**src/rtl/cdc_regport_pkg.sv**
```systemverilog
// Package: shared widths, register indices and helpers for the register port.
// Assumes the index is 4 bits wide, so both maps have 16 entries.
package cdc_regport_pkg;
    localparam int IDX_W  = 4;
    localparam int NREG   = 1 << IDX_W;
    localparam int BYTE_W = 8;
    localparam int WORD_W = 2 * BYTE_W;
    localparam int QUAD_W = 4 * BYTE_W;
    localparam int POS_W  = 7;

    // write-side index codes whose behaviour is special
    localparam logic [IDX_W-1:0] W_IFCTRL = 4'h1;
    localparam logic [IDX_W-1:0] W_TRIG   = 4'h6;
    localparam logic [IDX_W-1:0] W_ACK    = 4'h7;
    localparam logic [IDX_W-1:0] W_CTRL2  = 4'hE;
    localparam logic [IDX_W-1:0] W_SRST   = 4'hF;
    // read-side index of the last status byte
    localparam logic [IDX_W-1:0] R_STAT3  = 4'hF;

    // binary value (< 100) to packed two-digit BCD
    function automatic logic [BYTE_W-1:0] to_bcd(input logic [POS_W-1:0] v);
        return (BYTE_W'(v / 7'd10) << 4) | BYTE_W'(v % 7'd10);
    endfunction
endpackage

```
**src/rtl/cdc_hdr_build.sv**
```systemverilog
// Module: builds the four header bytes from the current disc position.
// Assumes position inputs are below 100; the subheader select zeroes all bytes.
module cdc_hdr_build
    import cdc_regport_pkg::*;
(
    input  logic [POS_W-1:0]  pos_min,
    input  logic [POS_W-1:0]  pos_sec,
    input  logic [POS_W-1:0]  pos_frm,
    input  logic              sub_hdr,
    output logic [QUAD_W-1:0] hdr
);
    localparam logic [BYTE_W-1:0] MODE_BYTE = 8'h01;

    // header bytes: BCD position plus mode, or all zero
    always_comb begin
        if (sub_hdr)
            hdr = '0;
        else
            hdr = {MODE_BYTE, to_bcd(pos_frm), to_bcd(pos_sec), to_bcd(pos_min)};
    end
endmodule

```
**src/rtl/cdc_idx_ctr.sv**
```systemverilog
// Module: register index with non-uniform auto-increment.
// Assumes rd/wr inputs are already qualified (write wins, load wins over both).
module cdc_idx_ctr
    import cdc_regport_pkg::*;
(
    input  logic             clk,
    input  logic             rst_n,
    input  logic             ld,
    input  logic [IDX_W-1:0] din,
    input  logic             rd,
    input  logic             wr,
    output logic [IDX_W-1:0] idx
);
    logic wr_holds;
    logic rd_holds;

    // writes to trigger, ack, ctrl2 and soft reset keep the index
    always_comb begin
        wr_holds = (idx == W_TRIG) || (idx == W_ACK) ||
                   (idx == W_CTRL2) || (idx == W_SRST);
        rd_holds = (idx == R_STAT3);
    end

    // index register update
    always_ff @(posedge clk) begin
        if (!rst_n)
            idx <= '0;
        else if (ld)
            idx <= din;
        else if (wr) begin
            if (!wr_holds) idx <= idx + 1'b1;
        end else if (rd) begin
            if (!rd_holds) idx <= idx + 1'b1;
        end
    end

    p_ld_r11: assert property (@(posedge clk) disable iff (!rst_n)
        ld |=> idx == $past(din));
    p_rd_adv_r2: assert property (@(posedge clk) disable iff (!rst_n)
        (rd && !wr && !ld && idx != 4'hF) |=> idx == $past(idx) + 4'd1);
    p_rd_last_r2: assert property (@(posedge clk) disable iff (!rst_n)
        (rd && !wr && !ld && idx == 4'hF) |=> idx == 4'hF);
    p_wr_hold_r3: assert property (@(posedge clk) disable iff (!rst_n)
        (wr && !ld && (idx == 4'h6 || idx == 4'h7 || idx == 4'hE || idx == 4'hF))
        |=> $stable(idx));
endmodule

```
**src/rtl/cdc_xfer_ctl.sv**
```systemverilog
// Module: interface status byte and transfer flags.
// Assumes strobes are qualified accesses; external clears apply first,
// host side effects then set or clear over them.
module cdc_xfer_ctl
    import cdc_regport_pkg::*;
(
    input  logic              clk,
    input  logic              rst_n,
    input  logic              soft_rst,
    input  logic [BYTE_W-1:0] clr_mask,
    input  logic              end_set,
    input  logic              ifc_wr,
    input  logic              ifc_en_bit,
    input  logic              trig_wr,
    input  logic              xfer_en,
    input  logic              ack_wr,
    input  logic              stat3_rd,
    output logic [BYTE_W-1:0] if_stat,
    output logic              active,
    output logic              xfer_end
);
    localparam int B_BUSY_N = 3;
    localparam int B_DEC_N  = 5;
    localparam int B_END_N  = 6;

    logic              start;
    logic              stop;
    logic [BYTE_W-1:0] stat_nx;

    // decode start/stop and form next status byte
    always_comb begin
        start   = trig_wr && xfer_en;
        stop    = ifc_wr && !ifc_en_bit;
        stat_nx = if_stat & ~clr_mask;
        if (stop)     stat_nx[B_BUSY_N] = 1'b1;
        if (start)    stat_nx[B_BUSY_N] = 1'b0;
        if (ack_wr)   stat_nx[B_END_N]  = 1'b1;
        if (stat3_rd) stat_nx[B_DEC_N]  = 1'b1;
    end

    // status byte and active flag registers
    always_ff @(posedge clk) begin
        if (!rst_n || soft_rst) begin
            if_stat <= '1;
            active  <= 1'b0;
        end else begin
            if_stat <= stat_nx;
            if (start)     active <= 1'b1;
            else if (stop) active <= 1'b0;
        end
    end

    // transfer-end flag: cleared by a start, set by the engine
    always_ff @(posedge clk) begin
        if (!rst_n)       xfer_end <= 1'b0;
        else if (start)   xfer_end <= 1'b0;
        else if (end_set) xfer_end <= 1'b1;
    end

    p_stop_r5: assert property (@(posedge clk) disable iff (!rst_n)
        (ifc_wr && !ifc_en_bit && !soft_rst) |=> (!active && if_stat[3]));
    p_trig_r6: assert property (@(posedge clk) disable iff (!rst_n)
        (trig_wr && xfer_en && !soft_rst) |=> (active && !if_stat[3] && !xfer_end));
    p_ack_r7: assert property (@(posedge clk) disable iff (!rst_n)
        ack_wr |=> if_stat[6]);
    p_dec_r8: assert property (@(posedge clk) disable iff (!rst_n)
        stat3_rd |=> if_stat[5]);
endmodule

```
**src/rtl/cdc_dec_track.sv**
```systemverilog
// Module: status word with read-tracking record and ready-bit re-arm.
// Assumes rd_hit is one-hot (or zero) per performed read and stat_ld
// does not coincide with a status byte 3 read.
module cdc_dec_track
    import cdc_regport_pkg::*;
#(
    parameter logic [NREG-1:0] TRACK_NEED = 16'h73F2
) (
    input  logic              clk,
    input  logic              rst_n,
    input  logic              soft_rst,
    input  logic [NREG-1:0]   rd_hit,
    input  logic              arm,
    input  logic              stat_ld,
    input  logic [QUAD_W-1:0] stat_in,
    output logic [QUAD_W-1:0] stat
);
    localparam logic [QUAD_W-1:0] STAT_RST = 32'h0000_0080;
    localparam logic [BYTE_W-1:0] READY    = 8'h80;

    logic [NREG-1:0] seen;
    logic [NREG-1:0] seen_nx;
    logic            complete;

    // only the decode registers named in TRACK_NEED are recorded
    for (genvar k = 0; k < NREG; k++) begin : g_seen
        assign seen_nx[k] = seen[k] | (rd_hit[k] & TRACK_NEED[k]);
    end

    // record covers every needed register
    always_comb complete = ((seen & TRACK_NEED) == TRACK_NEED);

    // tracking record register
    always_ff @(posedge clk) begin
        if (!rst_n || soft_rst) seen <= '0;
        else                    seen <= seen_nx;
    end

    // status word: decoder load, then re-arm of byte 3
    always_ff @(posedge clk) begin
        if (!rst_n || soft_rst)
            stat <= STAT_RST;
        else begin
            if (stat_ld) stat <= stat_in;
            if (rd_hit[NREG-1] && arm && complete)
                stat[QUAD_W-1 -: BYTE_W] <= READY;
        end
    end

    p_rearm_r9: assert property (@(posedge clk) disable iff (!rst_n)
        (rd_hit[NREG-1] && arm && complete && !soft_rst) |=> stat[31:24] == 8'h80);
    p_noarm_r9: assert property (@(posedge clk) disable iff (!rst_n)
        (rd_hit[NREG-1] && !(arm && complete) && !stat_ld && !soft_rst) |=> $stable(stat));
    p_onehot_r2: assert property (@(posedge clk) disable iff (!rst_n)
        $onehot0(rd_hit));
endmodule

```
**src/rtl/cdc_regport.sv**
```systemverilog
// Module: top of the host register port. Decodes the index for the
// read and write maps, holds the plain data registers and the registered
// read data, and wires the index, transfer and status sub-blocks.
// Assumes one access per cycle is intended; collisions resolve as
// load > write > read.
module cdc_regport
    import cdc_regport_pkg::*;
#(
    parameter logic [WORD_W-1:0] WA_RESET   = 16'd4704,
    parameter logic [NREG-1:0]   TRACK_NEED = 16'h73F2
) (
    input  logic              clk,
    input  logic              rst_n,
    input  logic              idx_ld,
    input  logic [IDX_W-1:0]  idx_din,
    input  logic              rd_stb,
    input  logic              wr_stb,
    input  logic [BYTE_W-1:0] wdata,
    output logic [BYTE_W-1:0] rdata,
    output logic [IDX_W-1:0]  idx,
    input  logic [BYTE_W-1:0] cmd_in,
    input  logic [POS_W-1:0]  pos_min,
    input  logic [POS_W-1:0]  pos_sec,
    input  logic [POS_W-1:0]  pos_frm,
    input  logic              stat_ld,
    input  logic [QUAD_W-1:0] stat_in,
    input  logic [BYTE_W-1:0] ifstat_clr,
    input  logic              end_set,
    output logic [BYTE_W-1:0] sub_out,
    output logic [BYTE_W-1:0] if_ctrl,
    output logic [BYTE_W-1:0] if_stat,
    output logic [WORD_W-1:0] byte_cnt,
    output logic [WORD_W-1:0] data_addr,
    output logic [WORD_W-1:0] write_addr,
    output logic [WORD_W-1:0] pointer,
    output logic [BYTE_W-1:0] ctrl0,
    output logic [BYTE_W-1:0] ctrl1,
    output logic [BYTE_W-1:0] ctrl2,
    output logic [QUAD_W-1:0] header,
    output logic [QUAD_W-1:0] stat_word,
    output logic              xfer_active,
    output logic              xfer_end
);
    logic              do_wr;
    logic              do_rd;
    logic [NREG-1:0]   wr_hit;
    logic [NREG-1:0]   rd_hit;
    logic              soft_rst;
    logic              cnt_stop;
    logic [BYTE_W-1:0] rd_mux;

    // qualify strobes: load beats write, write beats read
    always_comb begin
        do_wr = wr_stb && !idx_ld;
        do_rd = rd_stb && !wr_stb && !idx_ld;
    end

    // one-hot decode of the index for each map
    for (genvar k = 0; k < NREG; k++) begin : g_dec
        assign wr_hit[k] = do_wr && (idx == IDX_W'(k));
        assign rd_hit[k] = do_rd && (idx == IDX_W'(k));
    end

    // soft reset and transfer stop requests
    always_comb begin
        soft_rst = wr_hit[W_SRST];
        cnt_stop = wr_hit[W_IFCTRL] && !wdata[1];
    end

    cdc_idx_ctr u_idx (
        .clk   (clk),
        .rst_n (rst_n),
        .ld    (idx_ld),
        .din   (idx_din),
        .rd    (do_rd),
        .wr    (do_wr),
        .idx   (idx)
    );

    cdc_hdr_build u_hdr (
        .pos_min (pos_min),
        .pos_sec (pos_sec),
        .pos_frm (pos_frm),
        .sub_hdr (ctrl1[0]),
        .hdr     (header)
    );

    cdc_xfer_ctl u_xfer (
        .clk        (clk),
        .rst_n      (rst_n),
        .soft_rst   (soft_rst),
        .clr_mask   (ifstat_clr),
        .end_set    (end_set),
        .ifc_wr     (wr_hit[W_IFCTRL]),
        .ifc_en_bit (wdata[1]),
        .trig_wr    (wr_hit[W_TRIG]),
        .xfer_en    (if_ctrl[1]),
        .ack_wr     (wr_hit[W_ACK]),
        .stat3_rd   (rd_hit[R_STAT3]),
        .if_stat    (if_stat),
        .active     (xfer_active),
        .xfer_end   (xfer_end)
    );

    cdc_dec_track #(.TRACK_NEED(TRACK_NEED)) u_track (
        .clk      (clk),
        .rst_n    (rst_n),
        .soft_rst (soft_rst),
        .rd_hit   (rd_hit),
        .arm      (ctrl0[7] && if_ctrl[5]),
        .stat_ld  (stat_ld),
        .stat_in  (stat_in),
        .stat     (stat_word)
    );

    // write-map data registers
    always_ff @(posedge clk) begin
        if (!rst_n || soft_rst) begin
            sub_out    <= '0;
            if_ctrl    <= '0;
            byte_cnt   <= '0;
            data_addr  <= '0;
            write_addr <= WA_RESET;
            pointer    <= '0;
            ctrl0      <= '0;
            ctrl1      <= '0;
            ctrl2      <= '0;
        end else begin
            if (cnt_stop) byte_cnt <= '0;
            if (do_wr) begin
                case (idx)
                    4'h0: sub_out          <= wdata;
                    4'h1: if_ctrl          <= wdata;
                    4'h2: byte_cnt[7:0]    <= wdata;
                    4'h3: byte_cnt[15:8]   <= wdata;
                    4'h4: data_addr[7:0]   <= wdata;
                    4'h5: data_addr[15:8]  <= wdata;
                    4'h8: write_addr[7:0]  <= wdata;
                    4'h9: write_addr[15:8] <= wdata;
                    4'hA: ctrl0            <= wdata;
                    4'hB: ctrl1            <= wdata;
                    4'hC: pointer[7:0]     <= wdata;
                    4'hD: pointer[15:8]    <= wdata;
                    4'hE: ctrl2            <= wdata;
                    default: ;
                endcase
            end
        end
    end

    // read-map selection
    always_comb begin
        case (idx)
            4'h0: rd_mux = cmd_in;
            4'h1: rd_mux = if_stat;
            4'h2: rd_mux = byte_cnt[7:0];
            4'h3: rd_mux = byte_cnt[15:8];
            4'h4: rd_mux = header[7:0];
            4'h5: rd_mux = header[15:8];
            4'h6: rd_mux = header[23:16];
            4'h7: rd_mux = header[31:24];
            4'h8: rd_mux = pointer[7:0];
            4'h9: rd_mux = pointer[15:8];
            4'hA: rd_mux = write_addr[7:0];
            4'hB: rd_mux = write_addr[15:8];
            4'hC: rd_mux = stat_word[7:0];
            4'hD: rd_mux = stat_word[15:8];
            4'hE: rd_mux = stat_word[23:16];
            default: rd_mux = stat_word[31:24];
        endcase
    end

    // registered read data, updated only by a performed read
    always_ff @(posedge clk) begin
        if (!rst_n)     rdata <= '0;
        else if (do_rd) rdata <= rd_mux;
    end

    p_cnt_stop_r5: assert property (@(posedge clk) disable iff (!rst_n)
        cnt_stop |=> byte_cnt == '0);
    p_rdata_hold_r12: assert property (@(posedge clk) disable iff (!rst_n)
        !do_rd |=> $stable(rdata));
    p_srst_r10: assert property (@(posedge clk) disable iff (!rst_n)
        soft_rst |=> (write_addr == WA_RESET && if_ctrl == '0 && stat_word == 32'h80));
    p_strobe_prio_r11: assert property (@(posedge clk) disable iff (!rst_n)
        (idx_ld && (rd_stb || wr_stb)) |=> $stable(rdata));
endmodule

```
**config.mk**
```make
export PLATFORM = sky130hd
export DESIGN_NAME = cdc_regport
export DESIGN_NICKNAME = d
export VERILOG_FILES = /design/src/rtl/cdc_regport_pkg.sv /design/src/rtl/cdc_hdr_build.sv /design/src/rtl/cdc_idx_ctr.sv /design/src/rtl/cdc_xfer_ctl.sv /design/src/rtl/cdc_dec_track.sv /design/src/rtl/cdc_regport.sv
export SDC_FILE = /design/constraint.sdc
export NUM_CORES = 1
export LEC_CHECK = 0
export BUFFER_PORTS_ARGS = -buffer_cell sky130_fd_sc_hd__buf_2
export CORE_ASPECT_RATIO = 2
export CORE_MARGIN = 8
export CORE_UTILIZATION = 40
export DETAILED_ROUTE_END_ITERATION = 10
export SYNTH_ARGS = -nofsm -noshare
export SYNTH_HDL_FRONTEND = slang
export SYNTH_HIERARCHICAL = 1
export SYNTH_SLANG_ARGS = --single-unit
```
**constraint.sdc**
```tcl
create_clock -name clk -period 5.7 [get_ports clk]
set_input_delay 0.285 -clock clk [delete_from_list [all_inputs] [get_ports clk]]
set_output_delay 0.285 -clock clk [all_outputs]
set_load 0.01 [all_outputs]
```
Word-level counts from Yosys, hierarchy flattened
Cells that the tools add are included.
Cells by class
  add/sub/neg operators: 1
  divide/modulo/power cells: 6
  equality and inequality tests: 18
  muxes and demuxes: 17
  bitwise logic cells: 16
  reduce and logical (&&, ||, !) cells: 51
Operators by type and width (count)
  8-bit one-hot mux with 15 select lines: 1
  4-bit == test (second input constant): 8
  16-bit two-way mux: 2
  32-bit two-way mux: 1
  25-bit two-way mux: 1
  7-bit by 4-bit divider with 8-bit output (second input constant): 3
  7-bit by 4-bit remainder unit with 8-bit output (second input constant): 3
  8-bit two-way mux: 3
  8-bit bitwise OR: 3
  1-bit logical AND: 23
  2-bit AND reduction: 11
  4-bit two-way mux: 5
  4-bit by 3-bit == test with 1-bit output (second input constant): 4
  10-bit == test (second input constant): 1
  1-bit bitwise OR: 10
  8-bit bitwise AND: 1
  4-bit by 2-bit == test with 1-bit output (second input constant): 2
  8-bit NOT: 1
  2-bit OR reduction: 4
  3-bit != test (second input constant): 2
  4-bit by 1-bit adder with 4-bit output (second input constant): 1
  4-bit by 1-bit == test with 1-bit output (second input constant): 1
  1-bit logical NOT: 4
  4-bit logical NOT: 1
  other kinds (6): 13
Word-level totals
  register bits: 168
  input port bits: 88
  output and inout port bits: 190
  logic and storage cells: 132

Longest topological paths before layout
Gate-level depths: netlist (run 1).
  word-level depth: 7
  depth in mapped cells: 12
  depth with buffers taken out: 10

By module
The synthesis (run 1) kept the hierarchy.
By module, submodules not included
  cdc_regport: instances 1, cells each 675, area an instance 5656.7 um^2, sequential area each 2242.2 um^2
  cdc_dec_track: instances 1, cells each 140, area an instance 1470.2 um^2, sequential area each 840.8 um^2
  cdc_hdr_build: instances 1, cells each 234, area an instance 1368.8 um^2, sequential area each 0.0 um^2
  cdc_xfer_ctl: instances 1, cells each 38, area an instance 344.1 um^2, sequential area each 200.2 um^2
  cdc_idx_ctr: instances 1, cells each 33, area an instance 286.5 um^2, sequential area each 80.1 um^2

Least setup slack after synthesis (run 1)
OpenSTA, ideal clock, no wires.
  path type: input to register
  from: input port pos_min[4]
  to: register rdata[2]
  library setup time: 70 ps
  arrival: 2227 ps
  data required time: 5630 ps
  slack: 3403 ps
  cell stages on the path: 11
  path buffers: 1
  cell sequence: nor2b_1 > buf_6 > and2_4 > a211o_1 > a311oi_4 > o21ai_1 > a21oi_1 > nand3b_1 > a211oi_1 > nor4_1 > a21oi_1
On the way
  word-level cells in the longest chain between the ends: 4
Ends and longest elaborated chain
  start: declaration: line cdc_regport.sv:22  | input logic [POS_W-1:0] pos_min,
  7-bit by 4-bit remainder unit with 8-bit output: line cdc_regport_pkg.sv:22  | return (BYTE_W'(v / 7'd10) << 4) | BYTE_W'(v % 7'd10);
  8-bit bitwise OR: line cdc_regport_pkg.sv:22
  25-bit two-way mux: line cdc_hdr_build.sv:16  | if (sub_hdr)
  net header[2]: line cdc_regport.sv:39  | output logic [QUAD_W-1:0] header,
  8-bit one-hot mux with 15 select lines: line cdc_regport.sv:153  | case (idx)
  end signal: assignment: line cdc_regport.sv:176  | else if (do_rd) rdata <= rd_mux;
  end: declaration: line cdc_regport.sv:19  | output logic [BYTE_W-1:0] rdata,
The timed path passes the listed nets, and every way through them passes these cells.
A chain may end at the register's enable or synchronous reset.

Final worst setup path (run 1)
  from: register u_idx.idx[3]
  to: register u_track.stat[9]
On the way
  word-level cells in the longest chain between the ends: 3
Ends and longest elaborated chain
  start: declaration: line cdc_idx_ctr.sv:12  | output logic [IDX_W-1:0] idx
  start signal: assignment: line cdc_idx_ctr.sv:29  | idx <= din;
  start signal: assignment: line cdc_idx_ctr.sv:31  | if (!wr_holds) idx <= idx + 1'b1;
  start signal: assignment: line cdc_idx_ctr.sv:33  | if (!rd_holds) idx <= idx + 1'b1;
  4-bit == test: line cdc_regport.sv:60  | assign wr_hit[k] = do_wr && (idx == IDX_W'(k));
  1-bit logical AND: line cdc_regport.sv:60
  net soft_rst: line cdc_regport.sv:48  | logic soft_rst;
  1-bit logical OR: line cdc_dec_track.sv:41  | if (!rst_n || soft_rst)
  end signal: assignment: line cdc_dec_track.sv:44  | if (stat_ld) stat <= stat_in;
  end: declaration: line cdc_dec_track.sv:16  | output logic [QUAD_W-1:0] stat
The timed path passes the listed nets, and every way through them passes these cells.

==> impl_metrics.toml, run 1 <==
[outcome]
status = "finished, final reports clean"

[floorplanning]
start_util_pct = 40.4
core_area_um2 = 22500
die_width_um = 123
ios = 278
fp-row-count = 78
die_h_um = 229
dieArea_um2 = 28100

[power_and_ir_drop]
power_density_nw_per_um2 = 267
pwr-share-clk_pct = 41.4
power.net_switching_mw = 0.865
intPower_mw = 2.08
irDropWorstVdd_mv = 0.215
swShare_pct = 29.4
p_comb_share_pct = 16.2
power_frac_seq_pct = 42.5
cellLeakagePower_nw = 4.73

[cts]
clock_sinks = 168
clockBufferDepth = 2
clk_latency_ns = 0.44
clk_pin_slew_ns = 0.07
cts_setup_buffers = 0
htree_num_levels = 4
cts_buffers = 17
cts_tree = "built"
clockRootBuffer = "clkbuf_16"

[route]
wl_per_cell_um = 21.9
drt_iter0_drc = 499
vias = 9290
vias_per_cell = 5.75
drtPass1Iterations = 8
drc = 0
ant_nets = 0
drt-total-wl_mm = 35.4

[setup_path]
crit_buf_inv = 3
start_kind = "flop"
crit_chain = "buf_4, nand4_1, nor2_1, inv_1, nand2_1, buf_4, nor2_1"
slowest_delay_ns = 0.54
cp.arrival_ns = 3.45
cp_num_cells = 7
critPathLaunch = "u_idx/idx[3]"
critPathTopFamily = "simple AND/OR/NAND/NOR gates"
critical_path_class = "flop to flop"
crit_fanout = 53
r2r_cells = 7
reg2reg_from = "u_idx/idx[3]"
critPathSlowestCell = "nand4_1"
end_kind = "flop"
cp.required_ns = 6.02

[global_routing]
antenna_found_initial = 2
grt_pass1_wl_mm = 53.4
grt_usage_pct = 24.7
first_global_vias = 9019
grt_max_degree = 54
overflow = 0

[sta]
slew_violations = 0
fin_crit_sh_pct = 54.9
whs_ns = 0.0249
worstMarginPinSlew_ns = 1.03
fin_skew_ns = 0.00943
finalHoldViolCount = 0
tns_ns = 0
rsz0062_at_grt = "no"
min_period_ns = 3.13
slew_headroom_pct = 31.2
finalSetupViolCount = 0
max_freq_mhz = 319

[logic_synthesis]
yosys_warnings = 6
syn_inst = 1115
netlist_area_um2 = 9110
syn_avg_cell_area_um2 = 8.17

[min_path]
hold_class = "input pin to flop"
hold_depth = 2
worst_hold_startpoint = "ifstat_clr[7]"

[layout]
drive_gt1_share_pct = 27.3
final_nets = 1411
syn_to_final_growth_pct = 21.0

[placement]
place_hpwl_mm = 27.1
gp_congestion = 0.916
port-buffer-count = 270

[run]
cap_violations = 0
sequential cells by signal (all words and copies together) (netlist names), 10 cells and up:
register,count
u_track/stat,32
byte_cnt,16
data_addr,16
pointer,16
write_addr,16
u_track/seen,10
power groups by stage:
stage,Sequential [mW],Clock (mW),Combinational (mW)
2_1_floorplan,1.27,0,0.306
3_3_place_gp,1.28,0,0.469
6_report,1.25,1.22,0.476
3_5_place_dp,1.28,0,0.471
5_1_grt,1.25,1.29,0.513
4_1_cts,1.25,1.24,0.473
cells in the final DEF (no fill, tap or decap), types with 6 or more instances in the layout:
cell	n
buf_2	270
dfxtp_1	164
nor2_1	131
nand2_1	110
a21oi_1	103
mux2i_1	94
nand3_1	69
o21ai_0	38
nand3b_1	23
nor3_1	21
inv_1	20
nor2b_1	20
nand2b_1	18
clkbuf_16	17
o221ai_1	11
buf_4	11
nor2_2	9
o211ai_1	9
nor4_1	8
mux2_2	8
a22oi_1	8
o22ai_1	7
conb_1	7
and3_1	6
a22o_1	6
path summary, 6_finish.rpt:
check                                    endpoint  slack, ns
worst max-delay path              u_track/stat[9]       2.57
worst min-delay path            u_xfer/if_stat[7]       0.02
worst max register to register    u_track/stat[9]       2.57
worst min register to register         if_ctrl[3]       0.45
cell type report:
type	instances	area (um^2)
Inverter	23	86.3
Tap cell	280	350
Multi-Input combinational cell	830	5150
Antenna cell	2	5.00
Clock inverter	14	185
Clock buffer	18	429
Timing Repair Buffer	282	1440
Sequential cell	168	3370
Fill cell	2272	11500
per-stage QoR:
| stage | utilization (%) | worst slack [ns] | cell area [um^2] | total power, mW | std cells |
|---|---|---|---|---|---|
| 2_1_floorplan | - | 3.40 | 9130 | 1.57 | 1121 |
| 3_3_place_gp | 46.1 | 2.70 | 10400 | 1.75 | 1582 |
| 3_5_place_dp | 46.1 | 2.61 | 10400 | 1.75 | 1582 |
| 4_1_cts | 48.9 | 2.59 | 11000 | 2.96 | 1615 |
| 5_1_grt | 48.9 | 2.32 | 11000 | 3.06 | 1617 |
| 6_report | 48.9 | 2.57 | 11000 | 2.95 | 1617 |
what timing repair did:
action | in CTS | in global routing
hold buffers | 1 | 0
hold endpoints to repair | 1 | 0
gates resized for setup | 0 | 0
layer usage:
metal / global-route usage [%] / vias up / wire, um
li1: - / 4374 / -
met1: 25.7 / 4430 / 12700
met2: 44.0 / 410 / 18600
met3: 5.74 / 76 / 2470
met4: 13.2 / 0 / 1650
met5: 0 / - / 0
Power figures use the tool's default switching activity.
==> run 2, diff against run 1 <==
PLACE_DENSITY = 0.67   (was not set)
clock period = 2.55 ns   (was 5.7 ns; I/O delays follow)
==> impl_metrics.toml, run 2 (synthesis results as in run 1) <==
[layout]
drive_gt1_share_pct = 28.0
syn_to_final_growth_pct = 28.6
largest_reg_flops = 32
largest_register = "u_track/stat"
final-instance-count-excl-fill = 1682
fill_cells = 2195
final_nets = 1478
fin_util_pct = 51.9
antenna_cells = 0
mostFrequentLayoutCell = "buf_2"
final_cell_mix = "buf_2 (270), dfxtp_1 (164), nor2_1 (131)"

[power_and_ir_drop]
power_density_nw_per_um2 = 577
power_frac_seq_pct = 41.0
intPower_mw = 4.79
p_comb_share_pct = 17.6
swShare_pct = 29.1
pwr-share-clk_pct = 41.3
power.net_switching_mw = 1.97
irDropWorstVdd_mv = 0.532
cellLeakagePower_nw = 5.08
fin_total_pwr_mw = 6.76

[global_routing]
met3_usage_pct = 4.83
top_usage_layer = "met2"
met1_usage_pct = 25.0
first_global_vias = 9633
grt_pass1_wl_mm = 54.6
grt_max_degree = 71
grt_usage_pct = 25.3
antenna_found_initial = 0
overflow = 0
met2_usage_pct = 46.7

[sta]
fin_ws_ns = 0.277
whs_ns = 0.0306
rsz0062_at_grt = "no"
fin_crit_sh_pct = 89.1
min_period_ns = 2.27
fin_skew_ns = 0.00847
finalSetupViolCount = 0
slew_violations = 0
slew_headroom_pct = 53.6
max_freq_mhz = 440
worstMarginPinSlew_ns = 0.694
finalHoldViolCount = 0

[placement]
place_hpwl_mm = 28.1
pre_cts_slack_ns = -0.0263
dp_cells = 1610
port-buffer-count = 270
gp_congestion = 0.899

[route]
ant_nets = 0
drtPass1Iterations = 6
vias = 9540
vias_per_cell = 5.67
drc = 0
wl_per_cell_um = 21.7
drt_iter0_drc = 492
drt-total-wl_mm = 36.5

[setup_path]
critical_path_class = "flop to flop"
crit-reg2reg-capture = "u_track/stat[9]"
cp.arrival_ns = 2.60
start_kind = "flop"
end_kind = "flop"
critPathSlowestCell = "dfxtp_2"
reg2reg_from = "u_idx/idx[2]"
cp.required_ns = 2.88
crit_chain = "nand4_1, buf_4, nor2_1, inv_1, nand2_1, buf_12, nor2_1"
r2r_cells = 7
crit_buf_inv = 3
cpMostUsedCell = "nor2_1"
critPathTopFamily = "simple AND/OR/NAND/NOR gates"
crit_fanout = 29
ff2ff_setup_slack_ns = 0.28
slowest_delay_ns = 0.61

[cts]
cts_buffers = 17
cts_setup_buffers = 0
cts_tree = "built"
clockBufferDepth = 2
clk_latency_ns = 0.44
clock_sinks = 168
htree_num_levels = 4
clk_pin_slew_ns = 0.07
clockRootBuffer = "clkbuf_16"

[min_path]
hold_depth = 3
hold_class = "input pin to flop"
whs_endpoint = "u_idx/idx[0]"
worst_hold_startpoint = "idx_din[0]"

[floorplanning]
ios = 278
start_util_pct = 40.4
die_h_um = 229
core_area_um2 = 22500
die_width_um = 123
fp-row-count = 78
dieArea_um2 = 28100

[outcome]
status = "finished, final reports clean"

[run]
cap_violations = 0
## run 2: cell count changes in the layout (fill, tap and decap cells not counted), moves of 2 or more
| cell | previous run | this run |
|---|---|---|
| buf_4 | 11 | 33 |
| dlygate4sd3_1 | 1 | 40 |
| clkinvlp_4 | 2 | 0 |
| clkbuf_8 | 0 | 2 |
| buf_12 | 0 | 6 |
| diode_2 | 2 | 0 |
| clkinv_4 | 2 | 4 |
## run 2: timing repair
| item | in CTS | in global routing |
|---|---|---|
| hold endpoints to repair | 40 | 0 |
| endpoints found under the setup margin | 0 | 0 |
| resized for setup | 0 | 0 |
| hold buffers | 40 | 0 |
## run 2: final cells by class
type / instances / area (um^2) / share of cell area, %
Timing Repair Buffer: 349 / 2120 / 18.1
Sequential cell: 168 / 3370 / 28.8
Tap cell: 280 / 350 / 2.99
Inverter: 23 / 86.3 / 0.737
Multi-Input combinational cell: 830 / 5150 / 44.0
Clock inverter: 13 / 183 / 1.56
Clock buffer: 19 / 453 / 3.87
## run 2: worst max-delay path by stage
stage / start / cells past startpoint / slack [ns] / end
2_1_floorplan: u_idx/idx[1] / 8 / 0.31 / u_track/stat[29]
3_3_place_gp: pos_min[4] / 11 / 0.14 / rdata[2]
3_5_place_dp: pos_frm[5] / 11 / -0.03 / rdata[1]
4_1_cts: u_idx/idx[2] / 7 / 0.32 / u_track/stat[0]
5_1_grt: u_idx/idx[2] / 6 / 0.19 / rdata[0]
6_report: u_idx/idx[2] / 7 / 0.28 / u_track/stat[9]
## run 2: power by group through the flow
stage	Clock, mW	Sequential (mW)	Combinational [mW]
2_1_floorplan	0	2.83	0.684
3_3_place_gp	0	2.83	1.13
3_5_place_dp	0	2.83	1.13
4_1_cts	2.85	2.77	1.18
5_1_grt	2.93	2.78	1.28
6_report	2.79	2.77	1.19
## run 2: tightest hold or removal path, delay by kind of cell
family	cells	cell delay, ns
buffers and inverters	1	0.07
AND/OR/NAND/NOR	1	0.08
AO/OA/AOI/OAI	1	0.15
## run 2: metal layers
layer  vias up  wire (um)
li1       4500          -
met1      4542      12800
met2       407      19500
met3        91       2260
met4         0       1980
met5         -          0
## run 2: metrics by stage
step	setup TNS, ns	cell area (um^2)
floorplan	0	9130
global placement	0	10700
detailed placement	-0.0263	10700
CTS	0	11700
global route	0	11700
finish	0	11700
==> run 3, diff against run 2 <==
CORE_UTILIZATION = 47   (was 40)
PLACE_DENSITY = 0.77   (was 0.67)
==> impl_metrics.toml, run 3 (synthesis results as in run 1) <==
[outcome]
status = "finished, final reports clean"

[cts]
clockRootBuffer = "clkbuf_16"
ctsResizeCount = 0
clockBufferDepth = 2
clock_sinks = 168
htree_num_levels = 4
cts_tree = "built"
cts_buffers = 17
clk_latency_ns = 0.45
clk_pin_slew_ns = 0.07

[floorplanning]
die_h_um = 213
ios = 278
fp-row-count = 72
dieArea_um2 = 24400
die_width_um = 114
start_util_pct = 47.5
core_area_um2 = 19200

[min_path]
worst_hold_startpoint = "idx_din[2]"
hold_class = "input pin to flop"
hold_depth = 3

[placement]
port-buffer-count = 270
pre_cts_slack_ns = 0.191
gp_congestion = 0.934
place_hpwl_mm = 27.2
placed_area_um2 = 10600

[layout]
final_cell_mix = "buf_2 (270), dfxtp_1 (164), nor2_1 (131)"
largest_reg_flops = 32
mostFrequentLayoutCell = "buf_2"
final_nets = 1473
syn_to_final_growth_pct = 27.5
largest_register = "u_track/stat"
stdcell_area_um2 = 11600
drive_gt1_share_pct = 27.8

[global_routing]
met3_usage_pct = 6.77
overflow = 0
met1_usage_pct = 28.4
first_global_vias = 9839
grt_pass1_wl_mm = 54.8
grt_max_degree = 62
met2_usage_pct = 52.2
antenna_found_initial = 3
top_usage_layer = "met2"
grt_usage_pct = 29.2

[sta]
max_freq_mhz = 450
fin_skew_ns = 0.0117
worstMarginPinSlew_ns = 1.05
tns_ns = 0
finalHoldViolCount = 0
finalSetupViolCount = 0
slew_violations = 0
slew_headroom_pct = 30.2
fin_ws_ns = 0.327
min_period_ns = 2.22
rsz0062_at_grt = "no"
fin_crit_sh_pct = 87.2

[route]
vias = 9670
drtPass1Iterations = 5
drt-total-wl_mm = 36.2
ant_nets = 0
drc = 0
vias_per_cell = 5.83
wl_per_cell_um = 21.8
drt_iter0_drc = 710

[setup_path]
start_kind = "flop"
reg2reg_from = "u_idx/idx[2]"
end_kind = "flop"
critPathSlowestCell = "dfxtp_2"
cp.arrival_ns = 2.55
cpMostUsedCell = "nor2_1"
cp.required_ns = 2.88
slowest_delay_ns = 0.53
crit_fanout = 27
crit_buf_inv = 3
r2r_cells = 7
crit_chain = "nand4_1, buf_4, nor2_1, inv_1, nand2_1, buf_12, nor2_1"
critPathTopFamily = "simple AND/OR/NAND/NOR gates"
cp_num_cells = 7
critical_path_class = "flop to flop"
critPathLaunch = "u_idx/idx[2]"

[power_and_ir_drop]
irDropWorstVdd_mv = 0.632
cellLeakagePower_nw = 5.01
power_density_nw_per_um2 = 562
fin_total_pwr_mw = 6.53

[run]
cap_violations = 0
==> run 3: cell types whose count changed in the layout (fill, tap and decap cells not counted), sizes merged <==
cell,change
buf,-4
bufinv,-3
clkbuf,-2
clkinvlp,+4
diode,+3
dlygate4sd3,-1
inv,+1
==> run 3: layout make-up <==
type                       count  area [um^2]
fill                        1783         7570
sequential                   168         3370
clock inverter                15          159
inverter                      23         86.3
antenna                        3         7.51
clock buffer                  17          425
timing repair buffer         344         2090
multi-input combinational    830         5150
tap                          259          324
==> run 3: metal layers <==
layer | wire [um] | part of all wire (%)
met5 | 0 | 0
met1 | 12700 | 35
met3 | 2420 | 6.7
met2 | 18700 | 51
met4 | 2460 | 6.8
==> run 3: repair_timing <==
item / CTS / global route
buffers inserted: 0 / 0
hold buffers: 39 / 0
hold endpoints to repair: 39 / 0
==> run 3: metrics by stage <==
stage,hold slack (ns),std cells,utilization [%]
final,0.0133,1659,60.5
after global routing,0.0239,1658,60.5
after CTS,0.00175,1656,60.5
after detailed placement,0.316,1585,55.4
after global placement,0.310,1585,55.4
after floorplan,0.214,1121,-
==> run 3: path summary, 6_finish.rpt <==
path	slack [ns]	endpoint
worst min register to register	0.46	data_addr[6]
worst max register to register	0.33	u_track/stat[13]
worst min-delay path	0.01	u_idx/idx[2]
worst max-delay path	0.33	u_track/stat[13]
==> run 3: worst reg2reg max path, stage by stage (launching register included) <==
cell and delay, ns:
dfxtp_2 0.53, nand4_1 0.18, buf_4 0.21, nor2_1 0.33, inv_1 0.19, nand2_1 0.34
buf_12 0.24, nor2_1 0.09
==> run 3: where the power goes <==
| part | internal, mW | switching (mW) | total [mW] | leakage [nW] |
|---|---|---|---|---|
| Sequential | 2.69 | 0.0748 | 2.77 | 1.37 |
| Combinational | 0.468 | 0.725 | 1.19 | 3.37 |
| Clock | 1.31 | 1.26 | 2.57 | 0.273 |
| Total | 4.47 | 2.06 | 6.53 | 5.01 |
